`src/rtl/cpk_pkg.sv`:
```
package cpk_pkg;

    typedef enum logic [1:0] {
        ST_IDLE = 2'd0,
        ST_RUN  = 2'd1,
        ST_DONE = 2'd2
    } cpk_state_e;

endpackage

```
`src/rtl/cpk_reduce.sv`:
```
module cpk_reduce #(
    parameter int FLD_W = 4
) (
    input  logic [FLD_W-1:0] field,
    input  logic [FLD_W-1:0] mask,
    input  logic [FLD_W-1:0] pat,
    input  logic             any_mode,
    output logic             hit
);
    logic [FLD_W-1:0] term;

    for (genvar b = 0; b < FLD_W; b++) begin : g_bit
        assign term[b] = mask[b] & (pat[b] == field[b]);
    end

    assign hit = any_mode ? (|term) : (term == mask);
endmodule

```
`src/rtl/cpk_slot.sv`:
```
module cpk_slot #(
    parameter int VL_W      = 7,
    parameter int POS_W     = 6,
    parameter int REG_IDX_W = 5
) (
    input  logic [VL_W-1:0]      elem,
    input  logic                 last,
    input  logic [1:0]           code,
    input  logic                 dvec,
    input  logic [REG_IDX_W-1:0] dbase,
    output logic [POS_W-1:0]     bit_pos,
    output logic [REG_IDX_W-1:0] reg_idx,
    output logic                 flush
);
    logic [POS_W-1:0] kmask;
    logic [POS_W-1:0] lane;
    logic [VL_W-1:0]  group;

    always_comb begin
        unique case (code)
            2'd0:    kmask = POS_W'(0);
            2'd1:    kmask = POS_W'(1);
            2'd2:    kmask = POS_W'(3);
            default: kmask = POS_W'(7);
        endcase
    end

    assign lane  = elem[POS_W-1:0] & kmask;
    assign group = elem >> code;

    always_comb begin
        if (dvec) begin
            bit_pos = lane;
            reg_idx = dbase + REG_IDX_W'(group);
            flush   = (lane == kmask) || last;
        end else begin
            bit_pos = elem[POS_W-1:0];
            reg_idx = dbase;
            flush   = last;
        end
    end
endmodule

```
`src/rtl/cond_pack_seq.sv`:
```
module cond_pack_seq
    import cpk_pkg::*;
#(
    parameter int FLD_W     = 4,
    parameter int FLD_IDX_W = 4,
    parameter int REG_W     = 64,
    parameter int REG_IDX_W = 5,
    parameter int VL_W      = 7
) (
    input  logic                 clk,
    input  logic                 rst_n,
    input  logic                 start,
    input  logic [VL_W-1:0]      vec_len,
    input  logic [FLD_IDX_W-1:0] src_base,
    input  logic                 src_vec,
    input  logic [FLD_W-1:0]     fmask,
    input  logic [FLD_W-1:0]     fpat,
    input  logic                 any_mode,
    input  logic [1:0]           pack_code,
    input  logic [REG_IDX_W-1:0] dst_base,
    input  logic                 dst_vec,
    output logic [FLD_IDX_W-1:0] fld_sel,
    input  logic [FLD_W-1:0]     fld_val,
    output logic                 busy,
    output logic                 wr_en,
    output logic [REG_IDX_W-1:0] wr_idx,
    output logic [REG_W-1:0]     wr_data,
    output logic                 done
);
    localparam int POS_W = $clog2(REG_W);

    cpk_state_e state_q, state_d;

    logic [VL_W-1:0]      vl_q, elem_q;
    logic [FLD_IDX_W-1:0] sbase_q;
    logic                 svec_q, any_q, dvec_q;
    logic [FLD_W-1:0]     mask_q, pat_q;
    logic [1:0]           code_q;
    logic [REG_IDX_W-1:0] dbase_q;
    logic [REG_W-1:0]     acc_q, acc_nx;

    logic                 last, hit, flush;
    logic [POS_W-1:0]     bit_pos;
    logic [REG_IDX_W-1:0] reg_idx;

    assign last    = (elem_q == vl_q - VL_W'(1));
    assign fld_sel = sbase_q + (svec_q ? elem_q[FLD_IDX_W-1:0] : '0);
    assign busy    = (state_q != ST_IDLE);
    assign acc_nx  = acc_q | (REG_W'(hit) << bit_pos);

    cpk_reduce #(.FLD_W(FLD_W)) reduce_i (
        .field    (fld_val),
        .mask     (mask_q),
        .pat      (pat_q),
        .any_mode (any_q),
        .hit      (hit)
    );

    cpk_slot #(.VL_W(VL_W), .POS_W(POS_W), .REG_IDX_W(REG_IDX_W)) slot_i (
        .elem    (elem_q),
        .last    (last),
        .code    (code_q),
        .dvec    (dvec_q),
        .dbase   (dbase_q),
        .bit_pos (bit_pos),
        .reg_idx (reg_idx),
        .flush   (flush)
    );

    // state register
    always_ff @(posedge clk or negedge rst_n) begin
        if (!rst_n) state_q <= ST_IDLE;
        else        state_q <= state_d;
    end

    // transitions: launch, finish, retire
    always_comb begin
        state_d = state_q;
        unique case (state_q)
            ST_IDLE: if (start) state_d = ST_RUN;
            ST_RUN:  if (last)  state_d = ST_DONE;
            ST_DONE:            state_d = ST_IDLE;
            default:            state_d = ST_IDLE;
        endcase
    end

    // datapath and outputs
    always_ff @(posedge clk or negedge rst_n) begin
        if (!rst_n) begin
            vl_q    <= '0;
            elem_q  <= '0;
            sbase_q <= '0;
            svec_q  <= 1'b0;
            any_q   <= 1'b0;
            dvec_q  <= 1'b0;
            mask_q  <= '0;
            pat_q   <= '0;
            code_q  <= '0;
            dbase_q <= '0;
            acc_q   <= '0;
            wr_en   <= 1'b0;
            wr_idx  <= '0;
            wr_data <= '0;
            done    <= 1'b0;
        end else begin
            wr_en <= 1'b0;
            done  <= 1'b0;
            unique case (state_q)
                ST_IDLE: begin
                    if (start) begin
                        vl_q    <= vec_len;
                        sbase_q <= src_base;
                        svec_q  <= src_vec;
                        mask_q  <= fmask;
                        pat_q   <= fpat;
                        any_q   <= any_mode;
                        code_q  <= pack_code;
                        dbase_q <= dst_base;
                        dvec_q  <= dst_vec;
                        elem_q  <= '0;
                        acc_q   <= '0;
                    end
                end
                ST_RUN: begin
                    elem_q <= elem_q + VL_W'(1);
                    if (flush) begin
                        wr_en   <= 1'b1;
                        wr_idx  <= reg_idx;
                        wr_data <= acc_nx;
                        acc_q   <= '0;
                    end else begin
                        acc_q   <= acc_nx;
                    end
                end
                ST_DONE: done <= 1'b1;
                default: ;
            endcase
        end
    end
endmodule

```
`config.mk`:
```
export PLATFORM = sky130hd
export DESIGN_NAME = cond_pack_seq
export DESIGN_NICKNAME = d
export VERILOG_FILES = /design/src/rtl/cpk_pkg.sv /design/src/rtl/cpk_reduce.sv /design/src/rtl/cpk_slot.sv /design/src/rtl/cond_pack_seq.sv
export SDC_FILE = /design/constraint.sdc
export NUM_CORES = 1
export LEC_CHECK = 0
export BUFFER_PORTS_ARGS = -buffer_cell sky130_fd_sc_hd__clkbuf_2
export CAP_MARGIN = 40
export CORE_MARGIN = 3
export CORE_UTILIZATION = 39
export DETAILED_ROUTE_END_ITERATION = 10
export SYNTH_ARGS = -nofsm -noshare
export SYNTH_HDL_FRONTEND = slang
export SYNTH_SLANG_ARGS = --single-unit
```
`constraint.sdc`:
```
create_clock -name clk -period 2.7 [get_ports clk]
set_input_delay 0.405 -clock clk [delete_from_list [all_inputs] [get_ports clk]]
set_output_delay 0.405 -clock clk [all_outputs]
set_load 0.05 [all_outputs]
```
==> results.txt <==
- Synth unique cells: 47
- The tree built by TritonCTS fans out to 173 sinks.
- The library cell used most frequently in the layout, excluding fill and tap cells, is sky130_fd_sc_hd__dfrtp_1.
- For this run, the total global-route usage over all layers was measured as 17.7%.
* Count of unresolved DRC violations after routing: 0
- Via count of the first global-routing pass: 5,875
- By startpoint and endpoint, the worst setup path is classified as reg2reg.
* Number of buffer cells added on primary ports: 111
- Most common flop cell mapped by yosys: sky130_fd_sc_hd__dfrtp_1
- The die is 151 µm tall.
- Std-Cell Core Area: 20,400 µm²
- After detailed routing, the total wire length is 20,000 µm.
- The path class of the tightest hold or removal check is in2reg.
- Cells with a size suffix above 1 make up 26.9% of the layout.
- In this run the worst path has a maximum fanout of 11.
* Required time of the worst setup path: 3.02 ns
* Final net count: 930
- The worst-case IR drop observed on VDD is 0.000637 V.
* Maximum number of pins on one net before global-route repair: 63
- The largest single stage delay on the critical path is 0.41 ns.
- Sequential cells were found to cover 53.1% of the synthesized design area.
- Outcome: finished clean
- In the routed layout, each cell is associated on average with a via count of 5.10.
* Highest-count cells in the layout ignoring fill and taps: sky130_fd_sc_hd__dfrtp_1 (173), sky130_fd_sc_hd__clkbuf_2 (108), sky130_fd_sc_hd__nand2_1 (98)
* Clock tree from TritonCTS: done
- Setup repair after global routing could not meet its margin everywhere.
- In this run, CTS created clock tree buffers numbering 17.
* Power per cell area: 1150 nW/µm²
* Top achievable clock speed: 0.381 GHz
- Once the floorplan was initialized, standard cells occupied 40.1% of the core.
- The number of nets handed over by synthesis was 799.
- GRT Residual Overflow: 0
- Share of flip-flops with an asynchronous set or reset after synthesis: 100%
- The worst setup path is captured at a flop.
- The first detailed-routing pass ran for 4 iterations.
- In the final routed layout, each cell accounts on average for 17.2 µm.
- Fraction of synthesized cell area taken by the top area cell type: 53.1%
- Transition time of the tightest slew-check pin: 0.805 ns
- The HPWL after detailed placement is 13,500 µm.
* Final antenna diode count: 0
* Clock transition at path regs: 0.07 ns
- Top delay family on crit path: simple AND/OR/NAND/NOR gates
- Number of H-tree levels: 4
* Maximum count of clock buffers along a single path: 2
- Sum of buffers and inverters on the critical path: 3
- Layout overhead on the synthesized area: 22.0%
- Layout Skew: 0.0143 ns
- Worst-path cell with the longest stage delay: sky130_fd_sc_hd__or3b_4
- The count of final max-slew check failures was 0.
- During I/O placement, the number of pins put on the boundary was 112.
- The hold violation total from the final report was 0.
- The design draws 11.5 mW.
* Total of flip-flops plus latches after synthesis: 173
- Die Wd: 151 µm
* Fin crit period: 2.63 ns
- Number of vias in the routed layout: 5,943
* Fill cell count: 1,886
- The floorplan step defined a die boundary enclosing 22,700 µm².
- The critical path goes through inv_1 > ha_2 > or3b_4 > nor4_4 > o22ai_2 > or3_4 > a21oi_4 > buf_12 > clkbuf_16 > mux2_1.
- By area the synthesized netlist is led by sky130_fd_sc_hd__dfrtp_1 (53%), sky130_fd_sc_hd__o22ai_1 (5.1%), sky130_fd_sc_hd__mux2_1 (5.1%).
- The analysis attributes to cell leakage a power of 4.64 nW.
- Post-synthesis cell type with the largest combined area: sky130_fd_sc_hd__dfrtp_1
- The number of antenna violations at the first check in global routing came to 0.
- Clock root buffer: sky130_fd_sc_hd__clkbuf_16
* # setup viols final: 0
- For this run, the number of Yosys warnings is 0.
* Worst slew slack as a fraction of its limit: 46.4%
- Summing every instance area after synthesis gives 8160 µm².
- Count of flip-flops with a built-in enable after synthesis: 0
- RePlAce Congestion: 0.793
- Final period util: 97.3%
- Arrival time at the worst endpoint: 2.94 ns
- The cell count after synthesis came out at 752.
- Clock Latency Late Sink: 0.44 ns
- Maxcap violations: 0
* Wire length of the first global-routing pass: 31,400 µm
- Starting DRT DRC Count: 352
- The floorplan has 52 rows.
- Cells fill 48.9% of the core in the end.
- The detail route stage leaves a number of antenna-violating nets equal to 0.
* Synthesized area per cell: 10.8 µm²
- STA classifies the critical path startpoint as a flop.
==> power by group <==
group	switching, mW	internal, mW	leakage, nW	total [mW]
registers	0.370	3.08	2.33	3.45
clock network	1.16	1.23	0.277	2.39
logic	3.36	2.28	2.04	5.64
==> cells in the mapped netlist, types with 6 or more instances <==
master                       n
sky130_fd_sc_hd__xnor2_1    13
sky130_fd_sc_hd__nor2b_1     7
sky130_fd_sc_hd__dfrtp_1   173
sky130_fd_sc_hd__nand3_1    12
sky130_fd_sc_hd__nand2_1    99
sky130_fd_sc_hd__mux2_2     33
sky130_fd_sc_hd__ha_1        9
sky130_fd_sc_hd__inv_1      49
sky130_fd_sc_hd__nor3_1      9
sky130_fd_sc_hd__a21oi_1    38
sky130_fd_sc_hd__mux2i_1    36
sky130_fd_sc_hd__nor2_1     19
sky130_fd_sc_hd__mux2_1     37
sky130_fd_sc_hd__buf_6      14
sky130_fd_sc_hd__a21o_1      6
sky130_fd_sc_hd__nand2b_1    6
sky130_fd_sc_hd__o21ai_0    14
sky130_fd_sc_hd__o21bai_1   32
sky130_fd_sc_hd__o22ai_1    67
sky130_fd_sc_hd__clkbuf_1   29
==> kinds of logic after synthesis <==
| logic type | count (synthesis) | share of synthesized area (%) |
|---|---|---|
| buffers and inverters | 98 | 5.90 |
| AO/OA/AOI/OAI | 173 | 13.4 |
| flip-flops | 173 | 53.1 |
| adder cells (fa/ha/maj) | 11 | 1.87 |
| multiplexers | 106 | 14.1 |
| AND/OR/NAND/NOR | 173 | 9.71 |
| XOR/XNOR | 18 | 1.93 |
==> layout make-up <==
class                      instances  area, µm²  share of cell area, %
inverter                          49        184                   1.85
tap                              270        338                   3.39
clock inverter                    15        148                   1.48
clock buffer                      17        425                   4.27
sequential                       173       4330                   43.5
multi-input combinational        481       3400                   34.1
timing repair buffer             161       1130                   11.4
==> sequential cells by signal, summed over array words and instances, names as in the netlist, 2 cells and up <==
| signal | count |
|---|---|
| dbase_q | 5 |
| sbase_q | 4 |
| elem_q | 7 |
| code_q | 2 |
| state_q | 2 |
| mask_q | 4 |
| wr_idx | 5 |
| wr_data | 64 |
| acc_q | 64 |
| vl_q | 7 |
| pat_q | 4 |
==> routing by layer <==
layer	up-vias	share of wire (%)	track usage (%)
li1	2885	-	-
met1	2947	50	26.2
met2	103	46	26.6
met3	8	3.5	3.28
met4	0	0.79	5.12
met5	-	0	0
==> per-stage QoR <==
step	hold slack, ns	cells	setup slack, ns	TNS (ns)	instance area [µm²]
final	0.200	1166	0.0724	0	9960
after floorplan	0.109	752	0.00585	0	8170
after global routing	0.186	1166	-0.0217	-0.472	9960
after CTS	0.181	1161	-0.00147	-0.00147	9810
after global placement	0.414	1127	0.0636	0	9210
after detailed placement	0.413	1128	0.0210	0	9220
==> timing repair <==
item,CTS,global route
hold buffers,1,0
cloned,0,3
buffers inserted,0,2
setup endpoints to repair,3,107
endpoints found under the hold margin,54,0
gates resized for setup,3,15
pin swaps,0,1
==> final timing paths <==
path | slack, ns | depth (start not counted) | endpoint | from
max | 0.07 | 10 | wr_data[10]$_DFFE_PN0P_ | vl_q[0]$_DFFE_PN0P_
min | 0.20 | 2 | code_q[0]$_DFFE_PN0P_ | pack_code[0]
max reg2reg | 0.07 | 10 | wr_data[10]$_DFFE_PN0P_ | vl_q[0]$_DFFE_PN0P_
min reg2reg | 0.48 | 1 | done$_DFF_PN0_ | state_q[0]$_DFFE_PN0P_
max in group asynchronous | 1.48 | 3 | acc_q[2]$_DFFE_PN0P_ | rst_n
min in group asynchronous | 0.49 | 2 | wr_data[47]$_DFFE_PN0P_ | rst_n
(Power assumes the default switching activity.)
